$ cat config.mk
export PLATFORM = sky130hd
export DESIGN_NAME = plane_write_path
export DESIGN_NICKNAME = d
export VERILOG_FILES = /design/src/rtl/pwp_pkg.sv /design/src/rtl/pwp_rst_sync.sv /design/src/rtl/pwp_rotator.sv /design/src/rtl/pwp_lane.sv /design/src/rtl/pwp_latch_bank.sv /design/src/rtl/plane_write_path.sv
export SDC_FILE = /design/constraint.sdc
export NUM_CORES = 1
export LEC_CHECK = 0
export BUFFER_PORTS_ARGS = -buffer_cell sky130_fd_sc_hd__buf_2
export CORE_MARGIN = 1
export CORE_UTILIZATION = 51
export CTS_CLUSTER_DIAMETER = 200
export DETAILED_ROUTE_END_ITERATION = 8
export HOLD_SLACK_MARGIN = 0.1
export PLACE_DENSITY = 0.79
export SYNTH_ARGS = -nofsm -noshare
export SYNTH_HDL_FRONTEND = slang
export SYNTH_SLANG_ARGS = --single-unit
export TNS_END_PERCENT = 100
$ cat constraint.sdc
create_clock -name clk -period 1.95 [get_ports clk]
set_input_delay 0.0975 -clock clk [delete_from_list [all_inputs] [get_ports clk]]
set_output_delay 0.0975 -clock clk [all_outputs]
set_load 0.02 [all_outputs]
$ cat src/rtl/pwp_pkg.sv
package pwp_pkg;
  parameter int unsigned PLANES = 4;
  parameter int unsigned DW     = 8;
  localparam int unsigned RW    = $clog2(DW);

  typedef enum logic [1:0] {
    OP_PASS = 2'd0,
    OP_AND  = 2'd1,
    OP_OR   = 2'd2,
    OP_XOR  = 2'd3
  } alu_op_e;
endpackage

$ cat src/rtl/pwp_rst_sync.sv
module pwp_rst_sync (
  input  logic clk,
  input  logic rst_n,
  output logic rst_sync_n
);
  logic [1:0] sync_q;

  always_ff @(posedge clk or negedge rst_n) begin
    if (!rst_n) sync_q <= 2'b00;
    else        sync_q <= {sync_q[0], 1'b1};
  end

  assign rst_sync_n = sync_q[1];
endmodule

$ cat src/rtl/pwp_rotator.sv
module pwp_rotator #(
  parameter int unsigned DW = 8,
  localparam int unsigned RW = $clog2(DW)
) (
  input  logic [DW-1:0] din,
  input  logic [RW-1:0] amount,
  output logic [DW-1:0] dout
);
  logic [2*DW-1:0] doubled;

  always_comb begin
    doubled = {din, din} >> amount;
    dout    = doubled[DW-1:0];
  end
endmodule

$ cat src/rtl/pwp_lane.sv
module pwp_lane
  import pwp_pkg::*;
#(
  parameter int unsigned DW = 8
) (
  input  logic [DW-1:0] rot_byte,
  input  logic          sr_en,
  input  logic          sr_val,
  input  logic [1:0]    op,
  input  logic [DW-1:0] bit_mask,
  input  logic [DW-1:0] latch,
  output logic [DW-1:0] dout
);
  logic [DW-1:0] src;
  logic [DW-1:0] alu;
  alu_op_e       op_e;

  always_comb begin
    src  = sr_en ? {DW{sr_val}} : rot_byte;
    op_e = alu_op_e'(op);
    unique case (op_e)
      OP_AND:  alu = src & latch;
      OP_OR:   alu = src | latch;
      OP_XOR:  alu = src ^ latch;
      default: alu = src;
    endcase
    dout = (alu & bit_mask) | (latch & ~bit_mask);
  end
endmodule

$ cat src/rtl/pwp_latch_bank.sv
module pwp_latch_bank #(
  parameter int unsigned PLANES = 4,
  parameter int unsigned DW     = 8,
  localparam int unsigned TW    = PLANES*DW
) (
  input  logic          clk,
  input  logic          rst_n,
  input  logic          load,
  input  logic [TW-1:0] din,
  output logic [TW-1:0] lat
);
  for (genvar p = 0; p < PLANES; p++) begin : g_plane
    logic [DW-1:0] lat_q;
    logic [DW-1:0] lat_d;

    always_comb begin
      lat_d = lat_q;
      if (load) lat_d = din[p*DW +: DW];
    end

    always_ff @(posedge clk or negedge rst_n) begin
      if (!rst_n) lat_q <= '0;
      else        lat_q <= lat_d;
    end

    assign lat[p*DW +: DW] = lat_q;
  end
endmodule

$ cat src/rtl/plane_write_path.sv
module plane_write_path
  import pwp_pkg::*;
#(
  parameter int unsigned NP = PLANES,
  parameter int unsigned BW = DW,
  localparam int unsigned TW = NP*BW,
  localparam int unsigned CW = $clog2(BW)
) (
  input  logic          clk,
  input  logic          rst_n,
  input  logic          wr_stb,
  input  logic          rd_stb,
  input  logic [BW-1:0] cpu_wdata,
  input  logic [TW-1:0] rd_plane_data,
  input  logic [NP-1:0] addr_plane_en,
  input  logic [CW-1:0] cfg_rot,
  input  logic [1:0]    cfg_op,
  input  logic [NP-1:0] cfg_sr_val,
  input  logic [NP-1:0] cfg_sr_en,
  input  logic [BW-1:0] cfg_bit_mask,
  input  logic [NP-1:0] cfg_map_mask,
  output logic [TW-1:0] wr_data,
  output logic [NP-1:0] wr_enable
);
  logic          rst_sync_n;
  logic [BW-1:0] rot_byte;
  logic [TW-1:0] lat_q;
  logic [TW-1:0] lane_data;
  logic [TW-1:0] wdata_q, wdata_d;
  logic [NP-1:0] wen_q, wen_d;

  pwp_rst_sync u_rst (
    .clk(clk), .rst_n(rst_n), .rst_sync_n(rst_sync_n)
  );

  pwp_rotator #(.DW(BW)) u_rot (
    .din(cpu_wdata), .amount(cfg_rot), .dout(rot_byte)
  );

  pwp_latch_bank #(.PLANES(NP), .DW(BW)) u_lat (
    .clk(clk), .rst_n(rst_sync_n), .load(rd_stb),
    .din(rd_plane_data), .lat(lat_q)
  );

  for (genvar p = 0; p < NP; p++) begin : g_lane
    pwp_lane #(.DW(BW)) u_lane (
      .rot_byte(rot_byte),
      .sr_en(cfg_sr_en[p]),
      .sr_val(cfg_sr_val[p]),
      .op(cfg_op),
      .bit_mask(cfg_bit_mask),
      .latch(lat_q[p*BW +: BW]),
      .dout(lane_data[p*BW +: BW])
    );
  end

  // next-state: data register has a write clock enable, enables pulse
  always_comb begin
    wdata_d = wdata_q;
    wen_d   = '0;
    if (wr_stb) begin
      wdata_d = lane_data;
      wen_d   = cfg_map_mask & addr_plane_en;
    end
  end

  always_ff @(posedge clk or negedge rst_sync_n) begin
    if (!rst_sync_n) begin
      wdata_q <= '0;
      wen_q   <= '0;
    end else begin
      wdata_q <= wdata_d;
      wen_q   <= wen_d;
    end
  end

  assign wr_data   = wdata_q;
  assign wr_enable = wen_q;
endmodule

==> metrics.md, run 1 <==
| Metric | Value |
|---|---|
| Kind of critical path | input pin to flip-flop |
| Hold Path Depth | 4 |
| Area of the placeable core | 10,460 um2 |
| DIE WIDTH | 106.7 um |
| Total clock sinks | 70 |
| CTS tree | yes |
| DRT Wirelength | 17.19 mm |
| Seq pwr share | 36.3% |
| CTS buffer count | 9 |
| Number of detailed-routing iterations run before antenna repair | 5 |
| Top FF cell, synth | sky130_fd_sc_hd__dfrtp_1 |
| Pwr per Cell Area | 659.6 nW/um2 |
| Mapped Area | 5589 um2 |
| Initial core utilization | 53.42% |
| Fmax | 0.5244 GHz |
| Result of the run | complete, no violations |
| Worst Skew | 0.007693 ns |
| MaxCap Viol Count | 0 |
| Actual slew at the worst max-slew pin | 0.6912 ns |
| Ys async rst share | 100.0% |
| Share of power burned in combinational logic | 34.3% |
| Arithmetic-cell share of the synthesized area counting full adders, half adders and majority gates | 14.33% |
| Synthesized area per cell | 9.284 um2 |
| XOR/XNOR Fraction of Synth Area | 0% |
| IO Pins | 109 |
| Commonest non-fill, non-tap cells in the layout | sky130_fd_sc_hd__buf_2, sky130_fd_sc_hd__dfrtp_1, sky130_fd_sc_hd__o21ai_0, sky130_fd_sc_hd__nor2_1, sky130_fd_sc_hd__ha_1 |
| Peak per-stage delay on the critical path | 0.53 ns |
| Synthesized net count | 739 |
| End of the worst register-to-register path | wr_data[4] |
| Total congestion overflow | 0 |
| Worst min-delay path category | input pin to flip-flop |
| Count of unique library cells instantiated by Yosys | 22 |
| Most frequent standard cell in the layout excluding fill and tap cells | sky130_fd_sc_hd__buf_2 |
| Category of the worst setup path launch point | input pin |
| CP delay by family, top | multiplexers |
| Share of post-route cells with drive strength above 1 | 36.76% |
| Total internal power | 3096 uW |
| Slack of the worst reg-to-reg path | 0.49 ns |
| Antenna fix cells | 0 |
| Setup TNS | 0 ns |
| Largest net degree at the start of global routing | 69 |
| Number of setup violations in the final report | 0 |
| Startpoint of the worst register-to-register path | u_lat.g_plane[0].lat_q[4] |
| Number of buffers on the longest clock path | 2 |
| Number of max-slew violations in the final report | 0 |
| Number of cells in the finished layout apart from fillers | 914 |
| Total Nets Final | 910 |
| GRT Resource Usage Total | 30.50% |
| Placed instance count | 854 |
| Number of buffers inserted by port buffering | 108 |
| Post-route clock period utilization | 97.80% |
| Unrepaired setup endpoints after global routing | yes |
| Hold worst-path end | wr_data[26] |
| Vias in the first global route | 5,501 |
| Count of flip-flops with a built-in enable after synthesis | 0 |
| Net switching fraction of the power | 35.51% |
| Utilization of the core after routing | 69.58% |
| Top cell by count, worst path | sky130_fd_sc_hd__nor2_1 |
| Crit path capture type | flip-flop |
| CP Data Arrival Time | 2.16 ns |
| Post-synth top area cell | sky130_fd_sc_hd__dfrtp_1 |
| Area share of the leading cell type in the synthesized netlist | 31.34% |
| First-pass GRT wire length | 26.84 mm |
| DR DRC count | 0 |
| Dominant combinational cell family by area after synthesis | compound AO/OA/AOI/OAI gates |
| Final hold violation count | 0 |
| CTS H-tree depth | 3 |
| Count of warnings emitted by yosys | 0 |
| Switching power of the nets | 1705 uW |
| CP required | 2.20 ns |
| Vertical die dimension | 106.7 um |
| Cell at the slowest stage of the critical path | sky130_fd_sc_hd__mux4_2 |
| Crit path cell chain | clkbuf_4, mux4_2, mux2_4, o21ai_2, ha_1, mux2i_1, nor2_1, o32ai_1, nor2_1 |
| Critical path origin | cfg_rot[1] |
| Largest fanout on the critical path | 7 |
| Detailed placement HPWL | 12.18 mm |
| Synthesis-to-finish area growth | 30.24% |
| Worst IR Drop VDD | 0.3051 mV |
| Worst slew margin relative to its limit | 53.92% |
| Die area | 11,380 um2 |
| Root Buffer | sky130_fd_sc_hd__clkbuf_8 |
| Final critical path time including I/O delays and setup | 1.907 ns |
| Area share of and/or/nand/nor cells after synthesis | 15.85% |
| Buffers and inverters on the worst path | 1 |
| Clk slew on worst S/H paths | 0.08 ns |
| Clock network fraction of design power | 29.4% |
| Hold slack | 0.2362 ns |
| Gate Count Post-Synth | 602 |
| Overall via count from detail_route | 5,445 |
| Total number of placement rows | 37 |
| Routability-driven placement congestion ratio | 0.8594 |
| Per-cell routed wire length | 18.80 um |
| 1st-iter DRT viols | 379 |
| Clock latency reported for the late side of the worst-skew pair | 0.37 ns |
| Multiplexer share of the synthesized area | 11.10% |
| Number of antenna violations at the first check in global routing | 0 |
| Synth area leaders | sky130_fd_sc_hd__dfrtp_1, sky130_fd_sc_hd__ha_1, sky130_fd_sc_hd__mux2i_1, sky130_fd_sc_hd__nor3_2, sky130_fd_sc_hd__o21ai_0 |
| Register area share after synthesis | 31.34% |
| Remaining antenna violation count after routing | 0 |
| Number of flip-flops and latches in the synthesized netlist | 70 |
| Path depth of the worst reg2reg path | 6 |
| Leakage power | 0.003443 uW |
| Area fraction in compound gates after synthesis | 20.06% |
| Hold Startpoint | cfg_bit_mask[2] |
| Via density per instance | 5.957 |
## area by class of cell
cell class | instances | area (um2)
Fill cell | 813 | 3183
Inverter | 64 | 240.2
Tap cell | 136 | 170.2
Sequential cell | 70 | 1753
Timing Repair Buffer | 195 | 1354
Clock buffer | 11 | 151.4
Multi-Input combinational cell | 433 | 3530
Clock inverter | 5 | 81.33
## sequential cells by signal, indices dropped and copies added, names as in the netlist
signal               cells
wr_data                 32
u_lat.g_plane.lat_q     32
wr_enable                4
u_rst.sync_q             2
## synth_stat cells (18+ instances only)
cell type / instances
sky130_fd_sc_hd__o21ai_0: 64
sky130_fd_sc_hd__nor3_2: 32
sky130_fd_sc_hd__dfrtp_1: 70
sky130_fd_sc_hd__inv_1: 39
sky130_fd_sc_hd__o21ai_2: 32
sky130_fd_sc_hd__nand2_1: 40
sky130_fd_sc_hd__inv_2: 25
sky130_fd_sc_hd__ha_1: 64
sky130_fd_sc_hd__nor2_1: 64
sky130_fd_sc_hd__clkbuf_1: 18
sky130_fd_sc_hd__a211oi_1: 32
sky130_fd_sc_hd__mux2i_1: 32
sky130_fd_sc_hd__o32ai_1: 32
## timing repair
item / CTS / global route
setup buffers: 0 / 2
hold endpoints to repair: 38 / 0
hold buffers: 42 / 0
endpoints found under the setup margin: 0 / 26
gates resized for setup: 0 / 16
## worst reg2reg max path, delay by kind of cell (launching register included)
kind / cells / cell delay [ns]
multiplexers: 1 / 0.17
adder cells (fa/ha/maj): 1 / 0.30
flip-flops: 1 / 0.38
buffers and inverters: 1 / 0.08
AO/OA/AOI/OAI: 1 / 0.27
AND/OR/NAND/NOR: 2 / 0.15
## stage by stage
step                power (uW)  instance area, um2  worst slack [ns]
floorplan                 2699                5608          -0.06247
global placement          3179                6509           -0.2405
detailed placement        3268                6509           -0.3734
CTS                       4719                7162           0.01918
global route              5011                7279          -0.08478
finish                    4801                7279           0.04297
## cells by family (layout without fill, tap and decap cells)
group           after synthesis  after routing
simple gates                160            160
buf+inv                      99            275
flops                        70             70
fa+ha+maj                    64             64
mux                          48             48
compound gates              160            160
other cells                   1              1
## worst max-delay path by stage
stage / cells past startpoint / end
after global routing: 9 / wr_data[12]
final: 9 / wr_data[10]
after CTS: 9 / wr_data[4]
after floorplan: 9 / wr_data[15]
after detailed placement: 9 / wr_data[4]
after global placement: 9 / wr_data[4]
## routing by layer
| layer | GRT usage [%] | vias up | share of wire [%] | wire length [um] |
|---|---|---|---|---|
| met5 | 0 | - | 0 | 0 |
| met4 | 16.63 | 0 | 4.0 | 680 |
| met3 | 3.830 | 59 | 6.6 | 1133 |
| met2 | 51.11 | 272 | 49 | 8407 |
| met1 | 38.19 | 2628 | 41 | 6965 |
| li1 | - | 2486 | - | - |
## power groups by stage
stage | sequential, uW | combinational, uW | clock, uW
after global routing | 1760 | 1780 | 1470
after CTS | 1730 | 1580 | 1410
after global placement | 1760 | 1420 | 0
after detailed placement | 1760 | 1510 | 0
after floorplan | 1870 | 833 | 0
final | 1740 | 1650 | 1410
Power figures use the tool's default switching activity.
==> inputs of run 2 (changes only) <==
--- a/config.mk
+++ b/config.mk
@@ -5,6 +5,7 @@
 export SDC_FILE = /design/constraint.sdc
 export NUM_CORES = 1
 export LEC_CHECK = 0
+export ABC_AREA = 1
 export BUFFER_PORTS_ARGS = -buffer_cell sky130_fd_sc_hd__buf_2
 export CORE_MARGIN = 1
 export CORE_UTILIZATION = 51
==> constraint.sdc (replaced) <==
create_clock -name clk -period 1.7 [get_ports clk]
set_input_delay 0.085 -clock clk [delete_from_list [all_inputs] [get_ports clk]]
set_output_delay 0.085 -clock clk [all_outputs]
set_load 0.02 [all_outputs]
==> metrics.md, run 2 <==
| Metric | Value |
|---|---|
| Result of the run | complete, no violations |
| Clk slew on worst S/H paths | 0.08 ns (about the same) |
| Path depth of the worst reg2reg path | 8 (+2) |
| Sequential standard cell area | 1753 um2 (unchanged) |
| Ys async rst share | 100.0% (unchanged) |
| Post-route clock period utilization | 90.06% |
| Count of filler cells inserted in the layout | 903 (+11%) |
| Register area share after synthesis | 32.51% (+1.2 points) |
| CTS tree | yes |
| Gate Count Post-Synth | 773 (+28%) |
| Total congestion overflow | 0 (unchanged) |
| Vias in the first global route | 5,728 (+4.1%) |
| Final hold violation count | 0 (unchanged) |
| Hold worst-path end | wr_data[10] |
| Largest net degree at the start of global routing | 69 (unchanged) |
| Routing usage on met3 | 5.427% (+1.6 points) |
| CP required | 1.99 ns (-0.21 ns) |
| Area of the placeable core | 10,280 um2 (-1.8%) |
| 1st-iter DRT viols | 366 (-3.4%) |
| Synthesis-to-finish area growth | 29.74% |
| End of the worst register-to-register path | wr_data[22] |
| Detailed placement HPWL | 11.26 mm (-7.5%) |
| Kind of critical path | input pin to flip-flop |
| Number of post-CTS setup repair buffers | 0 (unchanged) |
| Unrepaired setup endpoints after global routing | no |
| Number of antenna violations at the first check in global routing | 0 (unchanged) |
| Per-cell routed wire length | 15.40 um (-18%) |
| Setup TNS | 0 ns (unchanged) |
| Routability-driven placement congestion ratio | 0.9284 (+8.0%) |
| Die area | 10,980 um2 (-3.5%) |
| Multi-input gate area | 3045 um2 (-14%) |
| DIE WIDTH | 104.8 um (-1.8%) |
| Number of buffers inserted by port buffering | 108 (unchanged) |
| Number of setup violations in the final report | 0 (unchanged) |
| Total clock sinks | 70 (unchanged) |
| DRT Wirelength | 16.64 mm (-3.2%) |
| Final critical path time including I/O delays and setup | 1.531 ns |
| GRT Resource Usage Total | 31.97% (+1.5 points) |
| CTS buffer count | 9 (unchanged) |
| CP Data Arrival Time | 1.83 ns (-0.33 ns) |
| Worst IR Drop VDD | 0.5054 mV (+66%) |
| Total number of placement rows | 37 (unchanged) |
| Hold Path Depth | 5 (+1) |
| Crit path capture type | flip-flop |
| Count of unique library cells instantiated by Yosys | 24 (+9.1%) |
| Remaining antenna violation count after routing | 0 (unchanged) |
| Number of max-slew violations in the final report | 0 (unchanged) |
| Clock latency reported for the late side of the worst-skew pair | 0.37 ns (about the same) |
| Area share of the leading cell type in the synthesized netlist | 32.51% (+1.2 points) |
| Largest fanout on the critical path | 9 (+2) |
| Global-route layer with the greatest usage | met2 |
| Number of flip-flops and latches in the synthesized netlist | 70 (unchanged) |
| Count of flip-flops with a built-in enable after synthesis | 0 (unchanged) |
| Top FF cell, synth | sky130_fd_sc_hd__dfrtp_1 |
| CTS H-tree depth | 3 (unchanged) |
| Placed instance count | 1,023 (+20%) |
| Number of buffers on the longest clock path | 2 (unchanged) |
| Leakage power | 0.003857 uW (+12%) |
| Synthesized net count | 910 (+23%) |
| Startpoint of the worst register-to-register path | u_lat.g_plane[2].lat_q[6] |
| Vertical die dimension | 104.8 um (-1.8%) |
| Worst min-delay path category | input pin to flip-flop |
| Overall via count from detail_route | 5,864 (+7.7%) |
| Most common library cells after synthesis | sky130_fd_sc_hd__nand2_1, sky130_fd_sc_hd__inv_1, sky130_fd_sc_hd__dfrtp_1 |
| Initial core utilization | 52.43% (-0.99 points) |
| Post-synth top area cell | sky130_fd_sc_hd__dfrtp_1 |
| Commonest non-fill, non-tap cells in the layout | sky130_fd_sc_hd__nand2_1, sky130_fd_sc_hd__inv_1, sky130_fd_sc_hd__buf_2 |
| Via density per instance | 5.425 (-8.9%) |
| Category of the worst setup path launch point | input pin |
| Number of detailed-routing iterations run before antenna repair | 5 (unchanged) |
| Synthesized area per cell | 6.971 um2 (-25%) |
| MaxCap Viol Count | 0 (unchanged) |
| M1 GR Usage | 41.51% (+3.3 points) |
| DR DRC count | 0 (unchanged) |
| Antenna fix cells | 0 (unchanged) |
| Most numerous cell in the Yosys netlist | sky130_fd_sc_hd__nand2_1 |
| Fin worst setup slack | 0.1690 ns (+0.1260 ns) |
| Fmax | 0.6532 GHz |
| Worst Skew | 0.01279 ns (+0.005098 ns) |
| First-pass GRT wire length | 27.58 mm (+2.7%) |
| DP Worst Slack | -0.1585 ns (+0.2149 ns) |
| Share of post-route cells with drive strength above 1 | 19.26% (-18 points) |
| Number of cells in the finished layout apart from fillers | 1,081 (+18%) |
| Synth area leaders | sky130_fd_sc_hd__dfrtp_1, sky130_fd_sc_hd__nand2_1, sky130_fd_sc_hd__ha_1, sky130_fd_sc_hd__inv_1, sky130_fd_sc_hd__nand3_1 |
| Slack of the worst reg-to-reg path | 0.42 ns (-0.07 ns) |
| Total Nets Final | 1,077 (+18%) |
| Utilization of the core after routing | 68.03% (-1.5 points) |
| Root Buffer | sky130_fd_sc_hd__clkbuf_8 |
| Mapped Area | 5389 um2 (-3.6%) |
| Most frequent standard cell in the layout excluding fill and tap cells | sky130_fd_sc_hd__nand2_1 |
| Hold slack | 0.1133 ns (-0.1229 ns) |
| Met2 track utilization from global routing | 52.93% (+1.8 points) |
| Hold Startpoint | cfg_bit_mask[2] |
| IO Pins | 109 (unchanged) |
| Count of warnings emitted by yosys | 0 (unchanged) |
| Pwr per Cell Area | 728.6 nW/um2 (+10%) |
-- run 2: cell count changes after synthesis, sizes merged, moves of 27 or more --
cell,previous run,this run
o32ai,32,0
nand3,0,64
a21oi,0,64
a211oi,32,0
nand2,40,243
nor3,32,0
mux2i,32,0
inv,64,115
o21ai,96,48
nor2,64,37
-- run 2: logic make-up after synthesis --
logic type	synth area share (%)
flip-flops	32.51
buffers and inverters	11.12
adder cells (fa/ha/maj)	14.86
other	0.06959
AO/OA/AOI/OAI	15.67
AND/OR/NAND/NOR	25.77
-- run 2: how the worst max path moves through the flow --
stage	startpoint	to	slack [ns]
2_1_floorplan	cfg_rot[0]	wr_data[31]	0.12
3_3_place_gp	cfg_rot[0]	wr_data[29]	-0.12
3_5_place_dp	cfg_rot[0]	wr_data[29]	-0.16
4_1_cts	cfg_rot[0]	wr_data[17]	0.21
5_1_grt	cfg_rot[0]	wr_data[25]	0.004
6_report	cfg_rot[0]	wr_data[24]	0.17
-- run 2: worst max-delay path: stages --
cell and delay (ns):
sky130_fd_sc_hd__buf_2 0.15, sky130_fd_sc_hd__inv_2 0.12, sky130_fd_sc_hd__nand2_1 0.09, sky130_fd_sc_hd__nand3_1 0.10, sky130_fd_sc_hd__nand3_1 0.08, sky130_fd_sc_hd__nand2_1 0.22, sky130_fd_sc_hd__nand2_1 0.13, sky130_fd_sc_hd__nand2_1 0.12
sky130_fd_sc_hd__inv_1 0.05, sky130_fd_sc_hd__ha_1 0.26, sky130_fd_sc_hd__nand2_1 0.05, sky130_fd_sc_hd__o211ai_1 0.09, sky130_fd_sc_hd__nand2_1 0.08, sky130_fd_sc_hd__inv_1 0.05, sky130_fd_sc_hd__nand2_1 0.04, sky130_fd_sc_hd__a21oi_1 0.11
-- run 2: what timing repair did --
action / 4_1_cts / 5_1_grt
endpoints found under the setup margin: 0 / 4
hold buffers: 42 / 0
endpoints found under the hold margin: 38 / 0
gates resized for setup: 0 / 3
-- run 2: report_power, final --
group	internal [uW]	switching [uW]	leakage [uW]
Sequential	1840	127	0.000832
Clock	755	723	0.0000976
Combinational	659	989	0.00293
-- run 2: metrics by stage --
step           total power, uW  instance area (um2)
5_1_grt                   5396                 6992
3_5_place_dp              3539                 6355
6_report                  5094                 6992
4_1_cts                   5074                 6984
2_1_floorplan             2946                 5390
3_3_place_gp              3496                 6355
-- run 2: routing by layer --
metal	vias to the layer above	share of wire, %
li1	2811	-
met1	2718	42
met2	301	46
met3	34	8.9
met4	0	2.8
met5	-	0
-- run 2: area by class of cell --
type	count	share of cell area [%]
Inverter	116	6.299
Clock inverter	5	0.8232
Clock buffer	11	2.165
Tap cell	136	2.434
Multi-Input combinational cell	553	43.56
Timing Repair Buffer	190	19.65
Sequential cell	70	25.07
